`src/rtl/vlcm_pkg.sv`:
```
package vlcm_pkg;

    // Return message layout: lane index above, credit count below.
    localparam int MSG_W   = 8;
    localparam int PIECE_W = 2;
    localparam int PIECES  = MSG_W / PIECE_W;
    localparam int RVL_W   = 5;
    localparam int RCNT_W  = 3;

    typedef struct packed {
        logic [RVL_W-1:0]  vl;
        logic [RCNT_W-1:0] cnt;
    } ret_msg_t;

endpackage

```
`src/rtl/vlcm_ret_asm.sv`:
```
module vlcm_ret_asm
    import vlcm_pkg::*;
(
    input  logic               clk,
    input  logic               rst,
    input  logic               ltp_valid,
    input  logic [PIECE_W-1:0] ltp_crd,
    output logic               ret_valid,
    output ret_msg_t           ret
);
    localparam int PH_W = $clog2(PIECES);

    logic [PH_W-1:0]               phase;
    logic [MSG_W-PIECE_W-1:0]      hold;

    always_ff @(posedge clk) begin
        if (rst) begin
            phase <= '0;
            hold  <= '0;
        end else if (ltp_valid) begin
            phase <= phase + 1'b1;
            hold  <= {hold[MSG_W-2*PIECE_W-1:0], ltp_crd};
        end
    end

    // The fourth piece completes the message; it is used straight away.
    assign ret       = ret_msg_t'({hold, ltp_crd});
    assign ret_valid = ltp_valid && (phase == PH_W'(PIECES-1));

    p_phase_hold_r5: assert property (@(posedge clk) disable iff (rst)
        !ltp_valid |=> $stable(phase));

endmodule

```
`src/rtl/vlcm_slot.sv`:
```
module vlcm_slot
    import vlcm_pkg::*;
#(
    parameter int DED_W    = 8,
    parameter int SHR_W    = 10,
    parameter int REQ_W    = 3,
    parameter int DED_INIT = 4
) (
    input  logic              clk,
    input  logic              rst,
    input  logic [REQ_W-1:0]  take_ded,
    input  logic [REQ_W-1:0]  take_shr,
    input  logic [RCNT_W-1:0] ret_ded,
    input  logic [RCNT_W-1:0] ret_shr,
    input  logic              cfg_we,
    input  logic [DED_W-1:0]  cfg_val,
    output logic [DED_W-1:0]  used,
    output logic [SHR_W-1:0]  borrowed,
    output logic [DED_W-1:0]  limit,
    output logic              pend
);
    logic [DED_W-1:0] pend_val;
    logic             can_apply;

    assign can_apply = (used == '0) && (borrowed == '0) &&
                       (take_ded == '0) && (take_shr == '0);

    always_ff @(posedge clk) begin
        if (rst) begin
            used     <= '0;
            borrowed <= '0;
            limit    <= DED_W'(DED_INIT);
            pend     <= 1'b0;
            pend_val <= '0;
        end else begin
            used     <= used + DED_W'(take_ded) - DED_W'(ret_ded);
            borrowed <= borrowed + SHR_W'(take_shr) - SHR_W'(ret_shr);
            if (cfg_we) begin
                pend_val <= cfg_val;
                if (can_apply) begin
                    limit <= cfg_val;
                    pend  <= 1'b0;
                end else begin
                    pend  <= 1'b1;
                end
            end else if (pend && can_apply) begin
                limit <= pend_val;
                pend  <= 1'b0;
            end
        end
    end

    p_ded_bound_r2: assert property (@(posedge clk) disable iff (rst)
        used <= limit);

    p_cfg_idle_r8: assert property (@(posedge clk) disable iff (rst)
        !$stable(limit) |-> ($past(used) == '0 && $past(borrowed) == '0));

endmodule

```
`src/rtl/vl_credit_mgr.sv`:
```
module vl_credit_mgr
    import vlcm_pkg::*;
#(
    parameter int NUM_VL      = 32,
    parameter int DED_W       = 8,
    parameter int SHR_W       = 10,
    parameter int REQ_W       = 3,
    parameter int DED_INIT    = 4,
    parameter int SHR_CREDITS = 16
) (
    input  logic                       clk,
    input  logic                       rst,
    input  logic                       req_valid,
    input  logic [$clog2(NUM_VL)-1:0]  req_vl,
    input  logic [REQ_W-1:0]           req_flits,
    output logic                       gnt,
    output logic [DED_W-1:0]           req_ded_free,
    output logic [SHR_W-1:0]           shared_free,
    input  logic                       ltp_valid,
    input  logic [PIECE_W-1:0]         ltp_crd,
    input  logic                       cfg_valid,
    input  logic [$clog2(NUM_VL)-1:0]  cfg_vl,
    input  logic [DED_W-1:0]           cfg_ded,
    output logic [NUM_VL-1:0]          cfg_pend
);
    localparam int VL_W = $clog2(NUM_VL);

    logic [DED_W-1:0] used_a   [NUM_VL];
    logic [SHR_W-1:0] bor_a    [NUM_VL];
    logic [DED_W-1:0] limit_a  [NUM_VL];

    // Return message assembly
    logic     ret_valid;
    ret_msg_t ret;

    vlcm_ret_asm u_asm (
        .clk       (clk),
        .rst       (rst),
        .ltp_valid (ltp_valid),
        .ltp_crd   (ltp_crd),
        .ret_valid (ret_valid),
        .ret       (ret)
    );

    // Grant decision: private credit first, then the common region
    logic [REQ_W-1:0] take_d, need_s;
    logic             vl_ok;

    assign vl_ok        = (int'(req_vl) < NUM_VL);
    assign req_ded_free = limit_a[req_vl] - used_a[req_vl];
    assign take_d       = (req_ded_free >= DED_W'(req_flits)) ? req_flits
                                                              : req_ded_free[REQ_W-1:0];
    assign need_s       = req_flits - take_d;
    assign gnt          = req_valid && vl_ok && (SHR_W'(need_s) <= shared_free);

    // Return split: repay borrowed credit first, then private credit
    logic [VL_W-1:0]   rv;
    logic              ret_ok;
    logic [RCNT_W-1:0] r_s, r_rem, r_d;

    assign rv     = VL_W'(ret.vl);
    assign ret_ok = ret_valid && (int'(ret.vl) < NUM_VL);
    assign r_s    = (SHR_W'(ret.cnt) <= bor_a[rv]) ? ret.cnt : bor_a[rv][RCNT_W-1:0];
    assign r_rem  = ret.cnt - r_s;
    assign r_d    = (DED_W'(r_rem) <= used_a[rv]) ? r_rem : used_a[rv][RCNT_W-1:0];

    always_ff @(posedge clk) begin
        if (rst) begin
            shared_free <= SHR_W'(SHR_CREDITS);
        end else begin
            shared_free <= shared_free - SHR_W'(gnt ? need_s : '0)
                                       + SHR_W'(ret_ok ? r_s : '0);
        end
    end

    for (genvar g = 0; g < NUM_VL; g++) begin : g_slot
        logic hit_req, hit_ret;
        assign hit_req = gnt && (int'(req_vl) == g);
        assign hit_ret = ret_ok && (int'(rv) == g);

        vlcm_slot #(
            .DED_W    (DED_W),
            .SHR_W    (SHR_W),
            .REQ_W    (REQ_W),
            .DED_INIT (DED_INIT)
        ) u_slot (
            .clk      (clk),
            .rst      (rst),
            .take_ded (hit_req ? take_d : '0),
            .take_shr (hit_req ? need_s : '0),
            .ret_ded  (hit_ret ? r_d : '0),
            .ret_shr  (hit_ret ? r_s : '0),
            .cfg_we   (cfg_valid && (int'(cfg_vl) == g)),
            .cfg_val  (cfg_ded),
            .used     (used_a[g]),
            .borrowed (bor_a[g]),
            .limit    (limit_a[g]),
            .pend     (cfg_pend[g])
        );
    end

    // Common-region conservation: free plus all borrowed equals the size
    logic [SHR_W+VL_W:0] bor_sum;
    always_comb begin
        bor_sum = '0;
        for (int i = 0; i < NUM_VL; i++) bor_sum += (SHR_W+VL_W+1)'(bor_a[i]);
    end

    p_pool_conserve_r3: assert property (@(posedge clk) disable iff (rst)
        bor_sum + (SHR_W+VL_W+1)'(shared_free) == (SHR_W+VL_W+1)'(SHR_CREDITS));

    p_refuse_hold_r4: assert property (@(posedge clk) disable iff (rst)
        (req_valid && !gnt && !ret_valid) |=> $stable(shared_free));

endmodule

```
`config.mk`:
```
export PLATFORM = sky130hd
export DESIGN_NAME = vl_credit_mgr
export DESIGN_NICKNAME = d
export VERILOG_FILES = /design/src/rtl/vlcm_pkg.sv /design/src/rtl/vlcm_ret_asm.sv /design/src/rtl/vlcm_slot.sv /design/src/rtl/vl_credit_mgr.sv
export SDC_FILE = /design/constraint.sdc
export NUM_CORES = 2
export LEC_CHECK = 0
export BUFFER_PORTS_ARGS = -buffer_cell sky130_fd_sc_hd__clkbuf_2
export CORE_MARGIN = 2
export CORE_UTILIZATION = 50
export DETAILED_ROUTE_END_ITERATION = 8
export HOLD_SLACK_MARGIN = 0.12
export PLACE_DENSITY = 0.65
export SLEW_MARGIN = 20
export SYNTH_ARGS = -nofsm -noshare
export SYNTH_HDL_FRONTEND = slang
export SYNTH_SLANG_ARGS = --single-unit
export TNS_END_PERCENT = 30
```
`constraint.sdc`:
```
create_clock -name clk -period 27.5 [get_ports clk]
set_input_delay 2.75 -clock clk [delete_from_list [all_inputs] [get_ports clk]]
set_output_delay 2.75 -clock clk [all_outputs]
set_load 0.02 [all_outputs]
```
==> results.md <==
* Final instance area at 80800 sq um
* Die ar. at 152000 sq um
* Mapped Cells at 8221
* Placer's final routability congestion estimate at 0.949
* Max Clock Skew at 31.1 ps
* Layout net count at 9159
* Syn. warnings at 0
* Final Max Tran Viols at 0
* # hold bufs at CTS at 0
* Fill count at 13300
* Routed wire length at 222 mm
* DR WL/cell at 21.8 microns
* Final period util at 54.4%
* Final setup margin at 12540 ps
* Clock-pin slew on the worst setup and hold paths at 60 ps
* P_leak at 33.5 nW
* Main synth FF type: dfxtp_1
* Number of synthesized flops with an enable pin at 0
* Dpl ws at 11920 ps
* Fin. Hold Viols at 0
* H-tree Lvls at 4
* Post-DP Area at 76400 sq um
* Critical path's slowest cell: buf_4
* Die width at 390 microns
* First-pass GRT wire length at 339 mm
* Area delta synth->final at 8.80%
* Core Region at 148000 sq um
* Row cnt at 141
* Sum of net half-perimeters after detailed placement at 160 mm
* Sequential fraction of the synthesis area at 30.7%
* Crit Path Class: in2reg
* Drt initial violations at 4876
* Status: finished clean
* Slew headroom at 4.86%
* Net Count, Synth at 9218
* First drt pass iteration count at 5
* Slew of the pin with the lowest slew margin at 1430 ps
* Critical path arrival at 15600 ps
* Resized Gates After CTS at 0
* Critical Path Max Stage Delay at 750 ps
* Die Y at 390 microns
* Tmin final at 14960 ps
* Worst-path fanout max at 48
* P per Cell Area at 88.9 nW/um^2
* GRT Total Usage at 29.0%
* Number of global-route vias before repair at 57000
* Share of cells above drive strength 1 at 11.1%
* Setup violations, final at 0
* Clock root cell: clkbuf_16
* Initial Utilization at 50.3%
* Initial antenna violation count at 13
* Fmax at 0.0669 GHz
* Max clock buf depth at 3
* Hold WC Path Type: reg2reg
* Post-Syn Area per Cell at 9.04 sq um
* Sum Neg Setup Slack at 0 ps
* Req. time, crit path at 28140 ps
* WHS at 456 ps
* Remaining global-route overflow at 0
* CP startpoint kind: input port
* Post-route DRC violation count at 0
* Final ANT Viol Nets at 0
* PortBufs at 78
* CTS Sinks at 1138
* Post-CTS Setup Repair Bufs at 0
* Count of state elements after synthesis at 1138
* RSZ-0062 raised after global routing: false
* Maximum vdd ir drop at 0.0498 mV
* Ys async rst share at 0%
* Yosys cell types at 79
* CTS tree: built
* Clk_lat worst skew at 800 ps
* Num ports at 79
* CTS Buf Count at 131
* CP endpoint kind: register
* Post-Syn Area at 74300 sq um
* Max_cap viols at 0
* Drt via density at 5.69
* Via total after detailed routing at 58000
* Largest net degree at the start of global routing at 234
## cells in the final DEF (no fill, tap or decap), types with 73 or more instances in the layout
cell       instances
xor2_1           130
a21oi_1          398
o21bai_1         108
mux2_2           229
fa_1             198
o21ai_0          116
inv_1           1053
nor2b_1          432
a21o_1           157
nand4_1           76
nor3_1           194
mux4_2           214
nand2_1          470
nor2_1          1036
clkbuf_2          73
dfxtp_1         1135
xnor2_1          260
buf_4             76
ha_1             771
nand2b_1          82
mux2i_1          191
clkbuf_16        133
## power by group
group	internal [mW]	switching (mW)	total (mW)
clock	1.05	0.761	1.81
combinational	1.42	1.81	3.23
sequential	1.91	0.238	2.15
## critical path: cells and delay by family
kind | cells | cell delay, ps
AOI/OAI and AO/OA | 15 | 2910
muxes | 4 | 2160
xor gates and xnor gates | 1 | 150
buffers and inverters | 7 | 2820
and+or+nand+nor | 6 | 1740
adders and majority gates | 7 | 2920
## Yosys cell counts, types with 67 or more instances
cell type  number  area (sq um)
ha_1          771          9650
clkbuf_1      243           912
dfxtp_1      1138         22800
inv_1        1054          3960
mux2_2        229          2580
nor3_1        201          1010
nand2_1       470          1760
nor2b_1       432          2700
nor4_1         76           475
nand4_1        76           475
a21o_1        157          1180
mux2i_1       195          1950
o21ai_0       116           581
mux4_2        214          4820
nor2_1       1037          3890
xnor2_1       261          2290
xor2_1        130          1140
nand2b_1       82           513
fa_1          198          3960
nand3_1        67           335
a21oi_1       399          2000
o21bai_1      108           811
## sequential cells by signal (all words and copies together), names as in the netlist
register                cells
g_slot.u_slot.borrowed    320
g_slot.u_slot.limit       256
g_slot.u_slot.pend         32
g_slot.u_slot.pend_val    256
g_slot.u_slot.used        256
shared_free                10
u_asm.hold                  6
u_asm.phase                 2
## final cells by class
cell class	instances	area [sq um]	area share, %
diodes	6	15.0	0.0186
clock buffers	184	3710	4.59
clock inverters	44	652	0.806
inverters	1054	3960	4.89
multi-input cells	5681	46200	57.2
flip-flops and latches	1138	22800	28.2
well taps	1930	2410	2.99
repair buffers	156	1060	1.31
## per-stage QoR
stage	std cells	util, %	total power [mW]
after global routing	10200	54.7	7.68
final	10200	54.7	7.19
after floorplan	8221	-	4.54
after global placement	9959	51.8	5.28
after detailed placement	9959	51.8	5.36
after CTS	10200	54.7	7.19
## cell families after synthesis
family | after synthesis | share of synthesized area [%]
simple gates | 2613 | 16.7
compound gates | 1061 | 9.54
xor+xnor | 392 | 4.63
buf+inv | 1402 | 7.40
mux | 646 | 12.7
fa+ha+maj | 969 | 18.3
flops | 1138 | 30.7
## worst paths after layout
check / depth (start not counted) / to / slack (ps) / from
worst max-delay path: 40 / g_slot[14].u_slot.borrowed[9] / 12540 / req_vl[0]
worst min-delay path: 2 / g_slot[2].u_slot.pend_val[5] / 460 / g_slot[2].u_slot.pend_val[5]
worst max register to register: 38 / g_slot[14].u_slot.borrowed[9] / 15530 / g_slot[23].u_slot.used[1]
worst min register to register: 2 / g_slot[2].u_slot.pend_val[5] / 460 / g_slot[2].u_slot.pend_val[5]
## routing by layer
layer / share of wire, % / up-vias / GRT usage (%)
met5: 0.041 / - / 0
met4: 4.6 / 14 / 12.4
met3: 7.9 / 484 / 5.16
met2: 45 / 1947 / 46.3
met1: 43 / 28200 / 38.6
li1: - / 27300 / -
(Power assumes the default switching activity.)
